[src/rtl/rlx_pkg.sv]
package rlx_pkg;

  // Run-length controller state
  typedef enum logic [1:0] {
    RL_IDLE  = 2'd0,  // no run pending
    RL_ARMED = 2'd1,  // count loaded, waiting for the character
    RL_RUN   = 2'd2   // first stage repeats its character
  } rl_state_e;

  // What happens to the FIFO head this cycle
  typedef enum logic [2:0] {
    ACT_NONE    = 3'd0,
    ACT_CODE    = 3'd1,  // tagged code goes into the counter
    ACT_DROP    = 3'd2,  // character after a zero count is discarded
    ACT_RUNCHAR = 3'd3,  // character to repeat enters stage one
    ACT_PLAIN   = 3'd4   // ordinary entry enters stage one
  } pop_act_e;

  function automatic logic act_fills_stage(input pop_act_e a);
    return (a == ACT_RUNCHAR) || (a == ACT_PLAIN);
  endfunction

endpackage

[src/rtl/rlx_pop_sel.sv]
module rlx_pop_sel
  import rlx_pkg::*;
(
  input  logic      fifo_empty,
  input  logic      fifo_flush,
  input  logic      head_tag,
  input  logic      expand_en,
  input  logic      cnt_zero,
  input  logic      s1_room,
  input  rl_state_e state,
  output pop_act_e  act,
  output logic      pop
);

  always_comb begin
    act = ACT_NONE;
    if (!fifo_empty && !fifo_flush) begin
      case (state)
        RL_IDLE: begin
          if (expand_en && head_tag)
            act = ACT_CODE;
          else if (s1_room)
            act = ACT_PLAIN;
        end
        RL_ARMED: begin
          if (cnt_zero)
            act = ACT_DROP;
          else if (s1_room)
            act = ACT_RUNCHAR;
        end
        default: act = ACT_NONE;
      endcase
    end
    pop = (act != ACT_NONE);
  end

endmodule

[src/rtl/rlx_run_ctrl.sv]
module rlx_run_ctrl
  import rlx_pkg::*;
#(
  parameter int unsigned DATA_W = 8
) (
  input  logic              clk,
  input  logic              rst_n,
  input  logic              fifo_flush,
  input  pop_act_e          act,
  input  logic [DATA_W-1:0] head_byte,
  input  logic              s1_move,
  output rl_state_e         state,
  output logic [DATA_W-1:0] cnt,
  output logic              cnt_zero,
  output logic              rep_last,
  output logic              run_active
);

  function automatic logic [DATA_W-1:0] step_down(input logic [DATA_W-1:0] c);
    return c - DATA_W'(1);
  endfunction

  assign cnt_zero   = (cnt == '0);
  assign run_active = (state == RL_RUN);
  assign rep_last   = run_active && (cnt == DATA_W'(1));

  always_ff @(posedge clk or negedge rst_n) begin
    if (!rst_n) begin
      state <= RL_IDLE;
      cnt   <= '0;
    end else if (fifo_flush) begin
      state <= RL_IDLE;
      cnt   <= '0;
    end else begin
      case (state)
        RL_IDLE: begin
          if (act == ACT_CODE) begin
            cnt   <= head_byte;
            state <= RL_ARMED;
          end
        end
        RL_ARMED: begin
          if (act == ACT_DROP)
            state <= RL_IDLE;
          else if (act == ACT_RUNCHAR)
            state <= RL_RUN;
        end
        RL_RUN: begin
          if (s1_move) begin
            cnt <= step_down(cnt);
            if (rep_last) state <= RL_IDLE;
          end
        end
        default: state <= RL_IDLE;
      endcase
    end
  end

endmodule

[src/rtl/rlx_hold_pipe.sv]
module rlx_hold_pipe #(
  parameter int unsigned DATA_W = 8
) (
  input  logic              clk,
  input  logic              rst_n,
  input  logic              fifo_flush,
  input  logic              load_en,
  input  logic              load_tag,
  input  logic              load_rep,
  input  logic [DATA_W-1:0] load_byte,
  input  logic              rep_last,
  input  logic              out_ready,
  input  logic              host_tag_rd,
  output logic              s1_room,
  output logic              s1_move,
  output logic              out_valid,
  output logic [DATA_W-1:0] out_data,
  output logic              irq,
  output logic [DATA_W-1:0] host_tag_data
);

  // stage one
  logic              s1_valid, s1_tag, s1_rep;
  logic [DATA_W-1:0] s1_byte;
  // stage two
  logic              s2_valid, s2_tag;
  logic [DATA_W-1:0] s2_byte;

  logic s2_stream_take, s2_host_take, s2_free, s1_leave;

  assign out_valid      = s2_valid && !s2_tag;
  assign out_data       = s2_byte;
  assign irq            = s2_valid && s2_tag;
  assign host_tag_data  = s2_byte;

  assign s2_stream_take = out_valid && out_ready;
  assign s2_host_take   = irq && host_tag_rd;
  assign s2_free        = !s2_valid || s2_stream_take || s2_host_take;

  assign s1_move  = s1_valid && s2_free;
  assign s1_leave = s1_move && (!s1_rep || rep_last);
  assign s1_room  = !s1_valid || s1_leave;

  always_ff @(posedge clk or negedge rst_n) begin
    if (!rst_n) begin
      s1_valid <= 1'b0;
      s1_tag   <= 1'b0;
      s1_rep   <= 1'b0;
      s1_byte  <= '0;
    end else if (fifo_flush) begin
      s1_valid <= 1'b0;
      s1_tag   <= 1'b0;
      s1_rep   <= 1'b0;
    end else if (load_en) begin
      s1_valid <= 1'b1;
      s1_tag   <= load_tag;
      s1_rep   <= load_rep;
      s1_byte  <= load_byte;
    end else if (s1_leave) begin
      s1_valid <= 1'b0;
      s1_rep   <= 1'b0;
    end
  end

  always_ff @(posedge clk or negedge rst_n) begin
    if (!rst_n) begin
      s2_valid <= 1'b0;
      s2_tag   <= 1'b0;
      s2_byte  <= '0;
    end else if (fifo_flush) begin
      s2_valid <= 1'b0;
      s2_tag   <= 1'b0;
    end else if (s1_move) begin
      s2_valid <= 1'b1;
      s2_tag   <= s1_tag;
      s2_byte  <= s1_byte;
    end else if (s2_stream_take || s2_host_take) begin
      s2_valid <= 1'b0;
      s2_tag   <= 1'b0;
    end
  end

endmodule

[src/rtl/rlx_expander.sv]
module rlx_expander
  import rlx_pkg::*;
#(
  parameter int unsigned DATA_W = 8
) (
  input  logic              clk,
  input  logic              rst_n,
  input  logic              fifo_flush,
  input  logic              expand_en,
  input  logic              fifo_empty,
  input  logic [DATA_W:0]   fifo_rd_data,
  output logic              fifo_rd_en,
  output logic              out_valid,
  output logic [DATA_W-1:0] out_data,
  input  logic              out_ready,
  input  logic              host_tag_rd,
  output logic [DATA_W-1:0] host_tag_data,
  output logic              irq
);

  localparam int unsigned TAG_BIT = DATA_W;

  logic              head_tag;
  logic [DATA_W-1:0] head_byte;
  pop_act_e          w_act;
  rl_state_e         w_state;
  logic [DATA_W-1:0] w_cnt;
  logic              w_cnt_zero, w_rep_last, w_run_active;
  logic              w_s1_room, w_s1_move;
  logic              w_load_en, w_load_tag, w_load_rep;

  assign head_tag   = fifo_rd_data[TAG_BIT];
  assign head_byte  = fifo_rd_data[DATA_W-1:0];
  assign w_load_en  = act_fills_stage(w_act);
  assign w_load_rep = (w_act == ACT_RUNCHAR);
  assign w_load_tag = (w_act == ACT_PLAIN) && head_tag;

  rlx_pop_sel u_pop_sel (
    .fifo_empty (fifo_empty),
    .fifo_flush (fifo_flush),
    .head_tag   (head_tag),
    .expand_en  (expand_en),
    .cnt_zero   (w_cnt_zero),
    .s1_room    (w_s1_room),
    .state      (w_state),
    .act        (w_act),
    .pop        (fifo_rd_en)
  );

  rlx_run_ctrl #(.DATA_W(DATA_W)) u_run_ctrl (
    .clk        (clk),
    .rst_n      (rst_n),
    .fifo_flush (fifo_flush),
    .act        (w_act),
    .head_byte  (head_byte),
    .s1_move    (w_s1_move),
    .state      (w_state),
    .cnt        (w_cnt),
    .cnt_zero   (w_cnt_zero),
    .rep_last   (w_rep_last),
    .run_active (w_run_active)
  );

  rlx_hold_pipe #(.DATA_W(DATA_W)) u_hold_pipe (
    .clk           (clk),
    .rst_n         (rst_n),
    .fifo_flush    (fifo_flush),
    .load_en       (w_load_en),
    .load_tag      (w_load_tag),
    .load_rep      (w_load_rep),
    .load_byte     (head_byte),
    .rep_last      (w_rep_last),
    .out_ready     (out_ready),
    .host_tag_rd   (host_tag_rd),
    .s1_room       (w_s1_room),
    .s1_move       (w_s1_move),
    .out_valid     (out_valid),
    .out_data      (out_data),
    .irq           (irq),
    .host_tag_data (host_tag_data)
  );

endmodule

[config.mk]
export PLATFORM = sky130hd
export DESIGN_NAME = rlx_expander
export DESIGN_NICKNAME = d
export VERILOG_FILES = /design/src/rtl/rlx_pkg.sv /design/src/rtl/rlx_pop_sel.sv /design/src/rtl/rlx_run_ctrl.sv /design/src/rtl/rlx_hold_pipe.sv /design/src/rtl/rlx_expander.sv
export SDC_FILE = /design/constraint.sdc
export NUM_CORES = 1
export LEC_CHECK = 0
export BUFFER_PORTS_ARGS = -buffer_cell sky130_fd_sc_hd__buf_2
export CELL_PAD_IN_SITES_DETAIL_PLACEMENT = 0
export CELL_PAD_IN_SITES_GLOBAL_PLACEMENT = 1
export CORE_UTILIZATION = 35
export DETAILED_ROUTE_END_ITERATION = 10
export GPL_ROUTABILITY_DRIVEN = 1
export GPL_TIMING_DRIVEN = 0
export PLACE_DENSITY_LB_ADDON = 0.1
export SYNTH_ARGS = -nofsm -noshare
export SYNTH_HDL_FRONTEND = slang
export SYNTH_SLANG_ARGS = --single-unit
[constraint.sdc]
create_clock -name clk -period 2.9 [get_ports clk]
set_clock_uncertainty 0.05 [all_clocks]
set_input_delay 0.145 -clock clk [delete_from_list [all_inputs] [get_ports clk]]
set_output_delay 0.145 -clock clk [all_outputs]
set_load 0.05 [all_outputs]
# Word-level counts from Yosys, hierarchy flattened
# Index checks and enable logic that the tools add are counted.
dict set report totals {
  reg_bits 31
  in_bits 16
  out_inout_bits 19
}
dict set report op_classes {
  add_sub_neg 1
  n_eq_ne 11
  n_mux 29
  bitwise_logic 1
  reduce_logical 33
}
# operator n
set op_table {}
lappend op_table {{$mux 8} 3}
lappend op_table {{$pmux 8 s2} 1}
lappend op_table {{$mux 2} 7}
lappend op_table {{$mux 1} 12}
lappend op_table {{$mux 3} 4}
lappend op_table {{$reduce_bool 3->1} 4}
lappend op_table {{$logic_and 1x1->1} 10}
lappend op_table {{$ne 3x2->1 const B} 3}
lappend op_table {{$eq 8x1->1 const B} 1}
lappend op_table {{$logic_not 8->1} 1}
lappend op_table {{$sub 8x1->8 const B} 1}
lappend op_table {{$eq 3x2->1 const B} 2}
lappend op_table {{$logic_not 1->1} 6}
lappend op_table {{$logic_or 1x1->1} 6}
lappend op_table {{$pmux 2 s3} 1}
lappend op_table {{$pmux 3 s2} 1}
lappend op_table {{$ne 4x2->1 const B} 1}
lappend op_table {{$reduce_and 2->1} 2}
lappend op_table {{$reduce_and 4->1} 1}
lappend op_table {{$eq 3x1->1 const B} 1}
lappend op_table {{$eq 3x3->1 const B} 1}
lappend op_table {{$reduce_and 3->1} 1}
lappend op_table {{$eq 2x1->1 const B} 1}
lappend op_table {{$eq 2x2->1 const B} 1}
lappend op_table {{3 further kinds} 3}

# Logic depth before layout (Yosys ltp)
# Gate-level depths: netlist of the first run.
dict set report depth {
  word_depth 17
  depth_mapped 6
  depth_no_buf 6
}

# Modules after synthesis
# Synthesis of the first run repeated with hierarchy kept, for this count alone.
dict set report unflattened {
  cells_unflattened 170
  hier_area_um2 1752.9
}
# mod instances cells_each area_each_um2 seq_area_each_um2
set by_module_without_submodules {}
lappend by_module_without_submodules {rlx_hold_pipe 1 70 944.7 525.5}
lappend by_module_without_submodules {rlx_run_ctrl 1 85 694.4 250.2}
lappend by_module_without_submodules {rlx_pop_sel 1 10 81.3 0.0}
lappend by_module_without_submodules {rlx_expander 1 5 32.5 0.0}

# Worst setup path after synthesis of the first run
# OpenSTA, ideal clock, no wires.
dict set report synth_path {
  kind {flip-flop to output port}
  from {reg u_run_ctrl.cnt[6]}
  to {out fifo_rd_en}
  arrival_time_ns 1.887
  required_ns 2.705
  setup_slack_ns 0.818
  path_stages_with_launch 5
  path_buffers 0
  cell_sequence {dfrtp_1 -> nor4_4 -> a41oi_4 -> o21a_1 -> nor2_1}
}
dict set report synth_between {
  elab_chain_len 10
  elab_cells_between_ends 13
  classes_between {eq/ne (1); mux (6); reduce/logical (6)}
}
# item line_no
set synth_rtl {}
lappend synth_rtl {{start, declared} rlx_run_ctrl.sv:13} ;# output logic [DATA_W-1:0] cnt,
lappend synth_rtl {{start signal, assigned} rlx_run_ctrl.sv:38} ;# cnt <= head_byte;
lappend synth_rtl {{start signal, assigned} rlx_run_ctrl.sv:50} ;# cnt <= step_down(cnt);
lappend synth_rtl {{$eq 8x1->1} rlx_run_ctrl.sv:25} ;# assign rep_last = run_active && (cnt == DATA_W'(1));
lappend synth_rtl {{$logic_and 1x1->1} rlx_run_ctrl.sv:25}
lappend synth_rtl {{$logic_or 1x1->1} rlx_hold_pipe.sv:41} ;# assign s1_leave = s1_move && (!s1_rep || rep_last);
lappend synth_rtl {{$logic_and 1x1->1} rlx_hold_pipe.sv:41}
lappend synth_rtl {{$logic_or 1x1->1} rlx_hold_pipe.sv:42} ;# assign s1_room = !s1_valid || s1_leave;
lappend synth_rtl {{$mux 2 / $mux 3 (equally long branches)} {rlx_pop_sel.sv:28, rlx_pop_sel.sv:22}}
lappend synth_rtl {{$mux 3, on equally long branches} {rlx_pop_sel.sv:26, rlx_pop_sel.sv:20}}
lappend synth_rtl {{$pmux 3 s2 *} rlx_pop_sel.sv:18} ;# case (state)
lappend synth_rtl {{$mux 3 *} rlx_pop_sel.sv:17} ;# if (!fifo_empty && !fifo_flush) begin
lappend synth_rtl {{$reduce_bool 3->1 *} rlx_pop_sel.sv:34} ;# pop = (act != ACT_NONE);
lappend synth_rtl {{end, declared} rlx_expander.sv:12} ;# output logic fifo_rd_en,
# Mark *: on every way between the ends. The rest lies on a longest branch, timed or not.

# Worst setup path in the final report of the first run
dict set report layout_path {
  from {reg u_run_ctrl.state[1]}
  to {reg u_hold_pipe.s1_byte[2]}
}
dict set report layout_between {
  elab_chain_len 12
  elab_cells_between_ends 17
  classes_between {eq/ne (4); mux (6); reduce/logical (7)}
}
# item line_no
set layout_rtl {}
lappend layout_rtl {{start, declared} rlx_run_ctrl.sv:12} ;# output rl_state_e state,
lappend layout_rtl {{start signal, assigned} rlx_run_ctrl.sv:29} ;# state <= RL_IDLE;
lappend layout_rtl {{start signal, assigned} rlx_run_ctrl.sv:32} ;# state <= RL_IDLE;
lappend layout_rtl {{start signal, assigned} rlx_run_ctrl.sv:39} ;# state <= RL_ARMED;
lappend layout_rtl {{$eq 2x2->1} rlx_run_ctrl.sv:24} ;# assign run_active = (state == RL_RUN);
lappend layout_rtl {{$logic_and 1x1->1} rlx_run_ctrl.sv:25}
lappend layout_rtl {{$logic_or 1x1->1} rlx_hold_pipe.sv:41}
lappend layout_rtl {{$logic_and 1x1->1} rlx_hold_pipe.sv:41}
lappend layout_rtl {{$logic_or 1x1->1} rlx_hold_pipe.sv:42}
lappend layout_rtl {{$mux 2 / $mux 3 (equally long branches)} {rlx_pop_sel.sv:28, rlx_pop_sel.sv:22}}
lappend layout_rtl {{$mux 3, on equally long branches} {rlx_pop_sel.sv:26, rlx_pop_sel.sv:20}}
lappend layout_rtl {{$pmux 3 s2 *} rlx_pop_sel.sv:18}
lappend layout_rtl {{$mux 3 *} rlx_pop_sel.sv:17}
lappend layout_rtl {{$eq 3x2->1 / $eq 3x3->1 (equally long branches)} rlx_pkg.sv:20} ;# return (a == ACT_RUNCHAR) || (a == ACT_PLAIN);
lappend layout_rtl {{$logic_or 1x1->1 *} rlx_pkg.sv:20}
lappend layout_rtl {{$reduce_and 2->1 (no source line) *} -}
lappend layout_rtl {{end signal, assigned} rlx_hold_pipe.sv:58} ;# s1_byte <= load_byte;
lappend layout_rtl {{end, declared} rlx_hold_pipe.sv:24} ;# logic [DATA_W-1:0] s1_byte;
# Marks and branches as above.
# A chain may end at the register's enable or synchronous reset.

==> key figures, run 1 <==
STA
  • RSZ-0062 raised after global routing: no
  • Final hold vios: 0
  • Final min period: about 2500 ps
  • Slew Limit Fails: 0
  • Setup_tns: 0 ps
  • Endpoints failing setup: 0
  • Min Hold Slack: approximately 58 ps
  • Period utilization: a little under nine tenths
  • Fmax: ~400 MHz
  • Tightest Pin Transition: 892 ps
  • Slew headroom: between 40% and 50%

Logic synthesis
  • Dominant synthesized flop cell: dfrtp_1
  • Post-synthesis sequential area ratio: approximately 45%
  • Synthesized area: 1740 sq um
  • Yosys top cell area share: between 40 and 50%
  • Cell with the most instances after synthesis: dfrtp_1
  • Synth Warn #: 0
  • Share of synthesized registers carrying an async set or reset: 100%
  • EDFF count, synth: 0
  • Synth cell count leaders: dfrtp_1 (31), mux2_2 (17), nor2_1 (10), nand2_1 (9), nand3_1 (9)
  • Yosys cell types: 45
  • Register bit total from synthesis: 31
  • Area leader, netlist: dfrtp_1
  • Cells after Synth: about 160
  • Synth Area per Inst: around 11 sq um
  • Mapped Nets: between 150 and 200
  • Top post-synthesis cells by area: dfrtp_1 (45%), mux2_2 (11%), buf_4 (3.5%)

Placed design
  • RePlAce Congestion: 0.849
  • PortBufs: 33
  • Placed cell area: approximately 2000 sq um
  • Dpl hpwl: slightly above 3000 um

Global route
  • Largest net degree at the start of global routing: 32
  • GRT Residual Overflow: 0
  • First-pass GRT wire length: around 7000 um
  • Total GRT Usage: between 10% and 20%
  • Initial antenna violation count: 0
  • Number of global-route vias before repair: about 1400

Power
  • Maximum vdd drop: 0.333 mV
  • Pwr Density: a little under 800 nW/um^2
  • Switching Fraction: 40.6%
  • Sequential share of power: between 30% and 40%
  • P_leak: 0.958 nW
  • Internal power: about 1 mW
  • Power Total: 1.68 mW
  • Sw Pwr: between 0.6 and 0.7 mW
  • Clk network pwr share: roughly a quarter
  • Gate power share: around 40%

Detailed routing
  • Vias: 1448
  • Residual antenna-violating net count after detailed routing: 0
  • Vias/cell: around 5.3
  • DRT iter0 DRCs: 74
  • Initial DRT Pass Iterations: 4
  • DRC Markers: 0
  • WL/cell: 15.5 um
  • Final wirelength: around 4200 um

Layout
  • Nets: approximately 220
  • N_diodes: 0
  • Fill cell count: around 500
  • Area growth syn-to-layout: 21.6%
  • Final core occ: ~45%
  • Fraction of layout cells with a size suffix above 1: approximately 40%
  • Multi-input gate area: approximately 860 sq um
  • Finished Cell Area: ~2100 sq um
  • Register area: 776 sq um

Clocking
  • Root Buffer: clkbuf_8
  • Worst skew pair latency: roughly 290 ps
  • # clock sinks: 31
  • # H-tree levels: 2
  • TritonCTS clock tree: done
  • Max clock buf depth: 2
  • # resized after CTS: 0
  • Cts hold-fix bufs: 1
  • Clk pin slew, worst setup/hold paths: roughly 70 ps
  • Post-CTS Setup Bufs: 0
  • Clock buffer count from CTS: 5

Hold path
  • HP Class: input pin to flip-flop

Floorplanning
  • Starting Density: 36.6%
  • DIE HEIGHT: 72.5 um
  • Die Area: around 5300 sq um
  • Core region area: roughly 4800 sq um
  • Io pins: 35
  • FP Rows: 25
  • Die width: 72.5 um

Worst setup path
  • WP data arrival: ~2600 ps
  • Crit start category: flip-flop
  • Type of destination of the critical path: flip-flop
  • Largest fanout on the critical path: 9
  • Flop2flop setup slack: 420 ps
  • Critical path class: flip-flop to flip-flop
  • Required time of the worst setup path: 3020 ps

Run status
  • Status: completed

Run
  • Maxcap violations: 0
[worst max-delay path, cell delays in order, from the launching register on]
cell and delay [ps]:
dfrtp_1 430, nor2b_1 530, a41oi_4 240, nor4b_4 700, mux2_2 410
[cells in the final DEF, fill, tap and decap left out, types with 2 or more instances in the layout]
master	n
a21boi_0	2
a21oi_1	3
a221oi_1	3
a2bb2oi_1	2
a311oi_1	2
a31o_2	2
a31oi_1	4
buf_2	35
buf_4	8
clkbuf_1	4
clkbuf_8	6
dfrtp_1	31
ha_1	3
inv_1	5
mux2_2	17
mux2i_1	2
nand2_1	9
nand3_1	9
nor2_1	10
nor2b_1	2
nor3_1	3
o21a_1	2
o21ai_0	2
o21ai_1	2
o22ai_1	3
o32ai_1	2
or3_1	5
or3_2	3
or3b_2	2
or4_1	2
[cell families (layout without fill, tap and decap cells)]
family / Yosys count / count (layout) / synth area share, %
DFF: 31 / 31 / 44.6
buffers and inverters: 19 / 61 / 5.97
muxes: 19 / 19 / 12.1
adders and majority gates: 3 / 3 / 2.16
AOI/OAI and AO/OA: 36 / 36 / 16.3
and+or+nand+nor: 54 / 54 / 18.8
[sequential cells by signal (all words and copies together) (netlist names)]
signal / flops
u_run_ctrl.state: 2
u_hold_pipe.s1_valid: 1
u_hold_pipe.s2_tag: 1
u_hold_pipe.s1_byte: 8
u_hold_pipe.host_tag_data: 8
u_run_ctrl.cnt: 8
u_hold_pipe.s1_rep: 1
u_hold_pipe.s2_valid: 1
u_hold_pipe.s1_tag: 1
[final timing paths]
check / startpoint / end / depth (start not counted)
min in group asynchronous: rst_n / u_hold_pipe.host_tag_data[4]$_DFFE_PN0P_ / 2
worst min register to register: u_hold_pipe.s1_byte[5]$_DFFE_PN0P_ / u_hold_pipe.s1_byte[5]$_DFFE_PN0P_ / 1
max in group asynchronous: rst_n / u_hold_pipe.s1_rep$_DFFE_PN0P_ / 2
worst max-delay path: u_run_ctrl.state[1]$_DFFE_PN0P_ / u_hold_pipe.s1_byte[2]$_DFFE_PN0P_ / 4
worst min-delay path: fifo_rd_data[1] / u_hold_pipe.s1_byte[1]$_DFFE_PN0P_ / 2
worst max register to register: u_run_ctrl.state[1]$_DFFE_PN0P_ / u_hold_pipe.s1_byte[2]$_DFFE_PN0P_ / 4
[metal layers]
metal  GRT usage (%)  share of wire (%)  vias to the layer above
li1                -                  -                      678
met1            24.2                 48                      731
met2            27.9                 47                       33
met3            4.17                3.8                        6
met4            8.06                1.5                        0
met5               0                  0                        -
[through the flow]
| step | std cells | worst slack (ps) |
|---|---|---|
| CTS | 271 | 401 |
| global placement | 262 | 374 |
| finish | 271 | 424 |
| detailed placement | 262 | 408 |
| global route | 271 | 258 |
| floorplan | 162 | 818 |
[power groups by stage]
stage | Combinational (mW) | Clock (mW) | Sequential (mW)
detailed placement | 0.674 | 0 | 0.570
CTS | 0.676 | 0.463 | 0.561
global route | 0.710 | 0.479 | 0.572
global placement | 0.669 | 0 | 0.563
floorplan | 0.369 | 0 | 0.728
finish | 0.671 | 0.446 | 0.560
[cell type report]
type                       instances  share of cell area (%)
buffer                            14                    4.02
clock buffer                       6                    3.90
clock inverter                     2                    1.65
inverter                           5                   0.887
multi-input combinational        112                    40.7
sequential                        31                    36.6
tap                               67                    3.96
timing repair buffer              34                    8.27
Power figures use the tool's default switching activity.
==> inputs of run 2 (changes only) <==
--- a/config.mk
+++ b/config.mk
@@ -5,6 +5,7 @@
 export SDC_FILE = /design/constraint.sdc
 export NUM_CORES = 1
 export LEC_CHECK = 0
+export ABC_AREA = 1
 export BUFFER_PORTS_ARGS = -buffer_cell sky130_fd_sc_hd__buf_2
 export CELL_PAD_IN_SITES_DETAIL_PLACEMENT = 0
 export CELL_PAD_IN_SITES_GLOBAL_PLACEMENT = 1
==> key figures, run 2 <==
Global route
  • GRT Residual Overflow: 0
  • Largest net degree at the start of global routing: 32
  • Total GRT Usage: 16.5%
  • Initial antenna violation count: 0
  • First-pass GRT wire length: roughly 6400 um
  • Number of global-route vias before repair: approximately 1400

Power
  • Sw Pwr: 0.845 mW
  • Clk network pwr share: approximately 23%
  • Internal power: between 1 and 1.5 mW
  • P_leak: 1.10 nW
  • Maximum vdd drop: around 0.36 mV
  • Pwr Density: between 900 and 1000 nW/um^2
  • Sequential share of power: between 30 and 40%
  • Gate power share: between 40% and 50%
  • Switching Fraction: around 44%

STA
  • Tightest Pin Transition: 707 ps
  • Setup WS post-layout: about 800 ps
  • Fmax: approximately 480 MHz
  • Final hold vios: 0
  • Period utilization: 72.4%
  • Slew Limit Fails: 0
  • Endpoints failing setup: 0
  • RSZ-0062 raised after global routing: no
  • Final min period: around 2100 ps
  • Setup_tns: 0 ps
  • Slew headroom: 52.9%

Layout
  • N_diodes: 0
  • Most common cell after layout, fill and taps aside: nand2_1
  • Most frequent cells in the layout: nand2_1 (63), buf_2 (34), dfrtp_1 (31)
  • Area growth syn-to-layout: 21.6%
  • Nets: around 280
  • Fraction of layout cells with a size suffix above 1: around 27%
  • Finished Cell Area: 2120 sq um
  • Finished Layout Cells: about 330
  • Multi-input gate area: 779 sq um
  • Register area: roughly 780 sq um
  • Final core occ: about 45%
  • Fill cell count: about 500

Run
  • Maxcap violations: 0

Worst setup path
  • Type of destination of the critical path: output port
  • Required time of the worst setup path: around 2700 ps
  • Critical Path, Cell by Cell: inv_1 -> ha_1 -> nand3_1 -> nor2_1 -> nand2_1 -> nand2_1 -> nand2_2 -> nand2_2 -> nand2_4 -> nand3_1 -> buf_2
  • CP Launch Point: u_run_ctrl.cnt[1]$_DFFE_PN0P_
  • Register-to-Register Path Depth: 6
  • CP max stage delay: roughly 360 ps
  • Largest fanout on the critical path: 8
  • CP bufs+invs: 2
  • Slowest CP cell: dfrtp_1
  • Critical path class: flip-flop to output port
  • Crit start category: flip-flop
  • WP data arrival: approximately 1900 ps
  • R2r startpoint: u_run_ctrl.state[0]$_DFFE_PN0P_
  • CP delay by family, top: simple AND/OR/NAND/NOR gates
  • Total stage count of the critical path: 11

Floorplanning
  • Starting Density: between 30% and 40%
  • Die width: between 70 and 80 um
  • Io pins: 35
  • DIE HEIGHT: between 70 and 80 um
  • Core region area: between 4000 and 5000 sq um
  • Die Area: around 5300 sq um
  • FP Rows: 25

Placed design
  • Placed cell area: between 1500 and 2000 sq um
  • Post-Place Cells: between 300 and 400
  • Dpl hpwl: 2760 um
  • PortBufs: 33
  • DP Worst Slack: 1040 ps
  • RePlAce Congestion: just over 0.8

Clocking
  • Clk pin slew, worst setup/hold paths: about 60 ps
  • Root Buffer: clkbuf_8
  • # H-tree levels: 2
  • Clock buffer count from CTS: 5
  • Post-CTS Setup Bufs: 0
  • # clock sinks: 31
  • Worst skew pair latency: 280 ps
  • TritonCTS clock tree: done
  • Max clock buf depth: 2
  • # resized after CTS: 0

Logic synthesis
  • Synthesized area: roughly 1700 sq um
  • Yosys cell types: 34
  • Yosys top cell area share: roughly 45%
  • Synth cell count leaders: nand2_1 (63), dfrtp_1 (31), inv_1 (22), o21ai_0 (21), nand3_1 (13)
  • Synth Warn #: 0
  • Post-synthesis sequential area ratio: 44.5%
  • Mapped Nets: approximately 240
  • Dominant synthesized flop cell: dfrtp_1
  • Area leader, netlist: dfrtp_1
  • Cell with the most instances after synthesis: nand2_1
  • Share of synthesized registers carrying an async set or reset: between 90% and 100%
  • Synth Area per Inst: around 8 sq um
  • Register bit total from synthesis: 31
  • Top post-synthesis cells by area: dfrtp_1 (45%), nand2_1 (14%), o21ai_0 (6.0%)
  • Cells after Synth: approximately 220
  • EDFF count, synth: 0

Detailed routing
  • DRC Markers: 0
  • Initial DRT Pass Iterations: 4
  • DRT iter0 DRCs: 96
  • Final wirelength: between 3000 and 4000 um
  • Vias/cell: between 4 and 5
  • WL/cell: ~11 um
  • Residual antenna-violating net count after detailed routing: 0
  • Vias: 1448

Hold path
  • Hold path cells: 2
  • HP Class: input pin to flip-flop
  • Hold_sp: fifo_flush

Run status
  • Status: completed
==> run 2: cell count changes in the layout (fill, tap and decap cells not counted), moves of 4 or more <==
cell and delta:
nand4_1 +4, inv_1 +17, or3_1 -5, a21oi_1 +4, o21ai_0 +19, nand3_1 +4
mux2_2 -17, nand2_1 +54
==> run 2: power by group through the flow <==
stage	sequential, mW	clock (mW)	combinational [mW]
floorplan	0.799	0	0.502
global placement	0.622	0	0.854
global route	0.632	0.479	0.929
detailed placement	0.625	0	0.855
finish	0.614	0.443	0.851
CTS	0.617	0.458	0.857
==> run 2: final timing paths <==
kind,to,slack (ps)
setup reg to reg,u_run_ctrl.cnt[5]$_DFFE_PN0P_,1080
hold / removal,u_hold_pipe.s2_valid$_DFFE_PN0P_,20
setup / recovery,fifo_rd_en,800
min in group asynchronous,u_run_ctrl.cnt[6]$_DFFE_PN0P_,380
max in group asynchronous,u_hold_pipe.s2_valid$_DFFE_PN0P_,1950
hold reg to reg,u_hold_pipe.host_tag_data[1]$_DFFE_PN0P_,430
==> run 2: worst register-to-register path: cells and delay by family, from the launching register on <==
kind,cells,cell delay [ps]
buf+inv,2,210
flops,1,420
simple gates,2,230
compound gates,2,770
==> run 2: final cells by class <==
| cell class | instances | share of cell area [%] |
|---|---|---|
| Buffer | 12 | 4.31 |
| Clock buffer | 6 | 3.90 |
| Clock inverter | 2 | 1.65 |
| Inverter | 25 | 4.49 |
| Multi-Input combinational cell | 150 | 36.8 |
| Sequential cell | 31 | 36.6 |
| Tap cell | 67 | 3.96 |
| Timing Repair Buffer | 34 | 8.27 |
==> run 2: kinds of logic after synthesis <==
logic type                 after synthesis  synth area share, %
DFF                                     31                 44.5
buffers and inverters                   37                 10.7
xor gates and xnor gates                 1                0.503
adders and majority gates                3                 2.16
and+or+nand+nor                        105                 28.2
AOI/OAI and AO/OA                       41                 13.9
==> run 2: routing by layer <==
layer  vias up  wire [um]  share of wire, %  global-route usage (%)
met5         -          0                 0                       0
met4         0         40               1.1                    5.88
met3         4        162               4.4                    5.00
met2        35       1660                45                    26.1
met1       628       1790                49                    21.4
li1        781          -                 -                       -
==> run 2: through the flow <==
| stage | power, mW | hold slack (ps) |
|---|---|---|
| final | 1.91 | 23.8 |
| after global routing | 2.04 | 27.7 |
| after CTS | 1.93 | 21.7 |
| after detailed placement | 1.48 | 191 |
| after global placement | 1.48 | 192 |
| after floorplan | 1.30 | -201 |
==> run 2: repair_timing <==
action,CTS,global route
hold buffers,1,0
setup endpoints to repair,0,0
hold endpoints to repair,31,0
==> inputs of run 3 (changes only) <==
--- a/config.mk
+++ b/config.mk
@@ -5,7 +5,7 @@
 export SDC_FILE = /design/constraint.sdc
 export NUM_CORES = 1
 export LEC_CHECK = 0
-export ABC_AREA = 1
+export ABC_AREA = 0
 export BUFFER_PORTS_ARGS = -buffer_cell sky130_fd_sc_hd__buf_2
 export CELL_PAD_IN_SITES_DETAIL_PLACEMENT = 0
 export CELL_PAD_IN_SITES_GLOBAL_PLACEMENT = 1
==> constraint.sdc (replaced) <==
create_clock -name clk -period 1.7 [get_ports clk]
set_clock_uncertainty 0.05 [all_clocks]
set_input_delay 0.085 -clock clk [delete_from_list [all_inputs] [get_ports clk]]
set_output_delay 0.085 -clock clk [all_outputs]
set_load 0.05 [all_outputs]
==> key figures, run 3 (synthesized netlist as in run 1, its figures left out) <==
Clocking
  • # clock sinks: 31
  • # H-tree levels: 2
  • TritonCTS clock tree: done
  • Root Buffer: clkbuf_8
  • Worst skew pair latency: ~280 ps
  • Clock buffer count from CTS: 5
  • Clk pin slew, worst setup/hold paths: roughly 60 ps
  • Max clock buf depth: 2

Detailed routing
  • M1 WL: between 2000 and 2500 um
  • Final wirelength: 4560 um
  • WL/cell: between 15 and 20 um
  • Met2 wire len: 2200 um
  • DRC Markers: 0
  • Top Metal Used: met4
  • DRT iter0 DRCs: 51
  • Residual antenna-violating net count after detailed routing: 0
  • Initial DRT Pass Iterations: 4
  • Vias/cell: roughly 5.4
  • Vias: around 1500
  • Routed wl met3: 230 um

STA
  • RSZ-0062 raised after global routing: yes
  • Fmax: 493 MHz
  • Final min period: between 2000 and 2500 ps
  • Final hold vios: 0
  • Slew headroom: roughly 53%
  • Period utilization: 119%
  • Setup WS post-layout: -329 ps
  • Tightest Pin Transition: roughly 700 ps
  • Slew Limit Fails: 0
  • Endpoints failing setup: 21

Power
  • Maximum vdd drop: ~0.62 mV
  • Pwr Density: roughly 1200 nW/um^2
  • P_leak: ~1.1 nW

Placed design
  • DP Worst Slack: -875 ps
  • Dpl hpwl: 3090 um
  • RePlAce Congestion: around 0.84
  • PortBufs: 33

Hold path
  • Hold_sp: fifo_rd_data[5]
  • HP Class: input pin to flip-flop

Floorplanning
  • FP Rows: 25
  • DIE HEIGHT: 72.5 um
  • Io pins: 35
  • Die width: between 70 and 80 um
  • Core region area: between 4000 and 5000 sq um
  • Starting Density: 36.6%
  • Die Area: 5260 sq um

Layout
  • N_diodes: 0
  • Most frequent cells in the layout: buf_2 (33), dfrtp_1 (28), buf_4 (16)
  • Area growth syn-to-layout: 38.2%
  • Nets: ~230
  • Final core occ: between 50% and 60%
  • Fraction of layout cells with a size suffix above 1: 55.1%
  • Most common cell after layout, fill and taps aside: buf_2

Worst setup path
  • Critical path class: flip-flop to flip-flop
  • Largest fanout on the critical path: 9
  • R2r startpoint: u_run_ctrl.cnt[6]$_DFFE_PN0P_
  • Crit start category: flip-flop
  • WP data arrival: 2140 ps
  • Required time of the worst setup path: ~1800 ps
  • CP Launch Point: u_run_ctrl.cnt[6]$_DFFE_PN0P_
  • Type of destination of the critical path: flip-flop

Global route
  • Initial antenna violation count: 0
  • Number of global-route vias before repair: 1457
  • Largest net degree at the start of global routing: 32
  • GRT Residual Overflow: 0
  • First-pass GRT wire length: between 7000 and 8000 um
  • Total GRT Usage: between 10% and 20%

Run status
  • Status: complete, but fails checks
  • Failing checks: negative setup slack

Run
  • Maxcap violations: 0
==> run 3: worst max-delay path, cell delays in order, from the launching register on <==
cell     delay, ps
dfrtp_1        430
nor4_4         300
buf_6          160
a41oi_4        150
nor4b_4        300
buf_12         190
mux2_2         330
==> run 3: repair_timing <==
item,in CTS,in global routing
pin swaps,8,9
gates resized for setup,23,20
endpoints found under the setup margin,31,30
hold buffers,1,0
hold endpoints to repair,31,0
buffers inserted,9,3
==> run 3: layout make-up <==
class                   instances  area [sq um]
well taps                      67          83.8
repair buffers                 46           295
multi-input cells             112          1030
fillers                       431          2350
inverters                       5          18.8
plain buffers                  12          93.8
clock buffers                   8           100
flip-flops and latches         31           779
==> run 3: routing by layer <==
metal	track usage [%]	up-vias
met5	0	-
met4	9.80	0
met3	4.72	10
li1	-	701
met1	23.0	741
met2	28.1	54
==> run 3: worst paths after layout <==
kind	slack, ps	to	cells past startpoint
hold / removal	6	u_hold_pipe.s1_byte[5]$_DFFE_PN0P_	2
max in group asynchronous	780	u_run_ctrl.cnt[5]$_DFFE_PN0P_	2
min in group asynchronous	330	u_hold_pipe.host_tag_data[7]$_DFFE_PN0P_	2
setup / recovery	-330	u_hold_pipe.s1_byte[2]$_DFFE_PN0P_	6
hold reg to reg	450	u_hold_pipe.s1_byte[1]$_DFFE_PN0P_	1
setup reg to reg	-330	u_hold_pipe.s1_byte[2]$_DFFE_PN0P_	6
==> run 3: report_power, final <==
| group | switching (mW) | total (mW) | internal, mW | leakage (nW) |
|---|---|---|---|---|
| clock network | 0.265 | 0.634 | 0.369 | 0.0515 |
| logic | 0.817 | 1.22 | 0.404 | 0.629 |
| registers | 0.0894 | 0.961 | 0.871 | 0.393 |
==> run 3: stage by stage <==
| stage | area, sq um | total power [mW] | TNS [ps] | hold WS (ps) | instances |
|---|---|---|---|---|---|
| after floorplan | 1790 | 1.88 | -3400 | -261 | 162 |
| after global placement | 2040 | 2.11 | -12060 | 124 | 262 |
| after detailed placement | 2040 | 2.13 | -12670 | 124 | 262 |
| after CTS | 2290 | 2.81 | -4130 | 1.72 | 278 |
| after global routing | 2410 | 2.94 | -5030 | 5.77 | 281 |
| final | 2410 | 2.82 | -3760 | 5.81 | 281 |
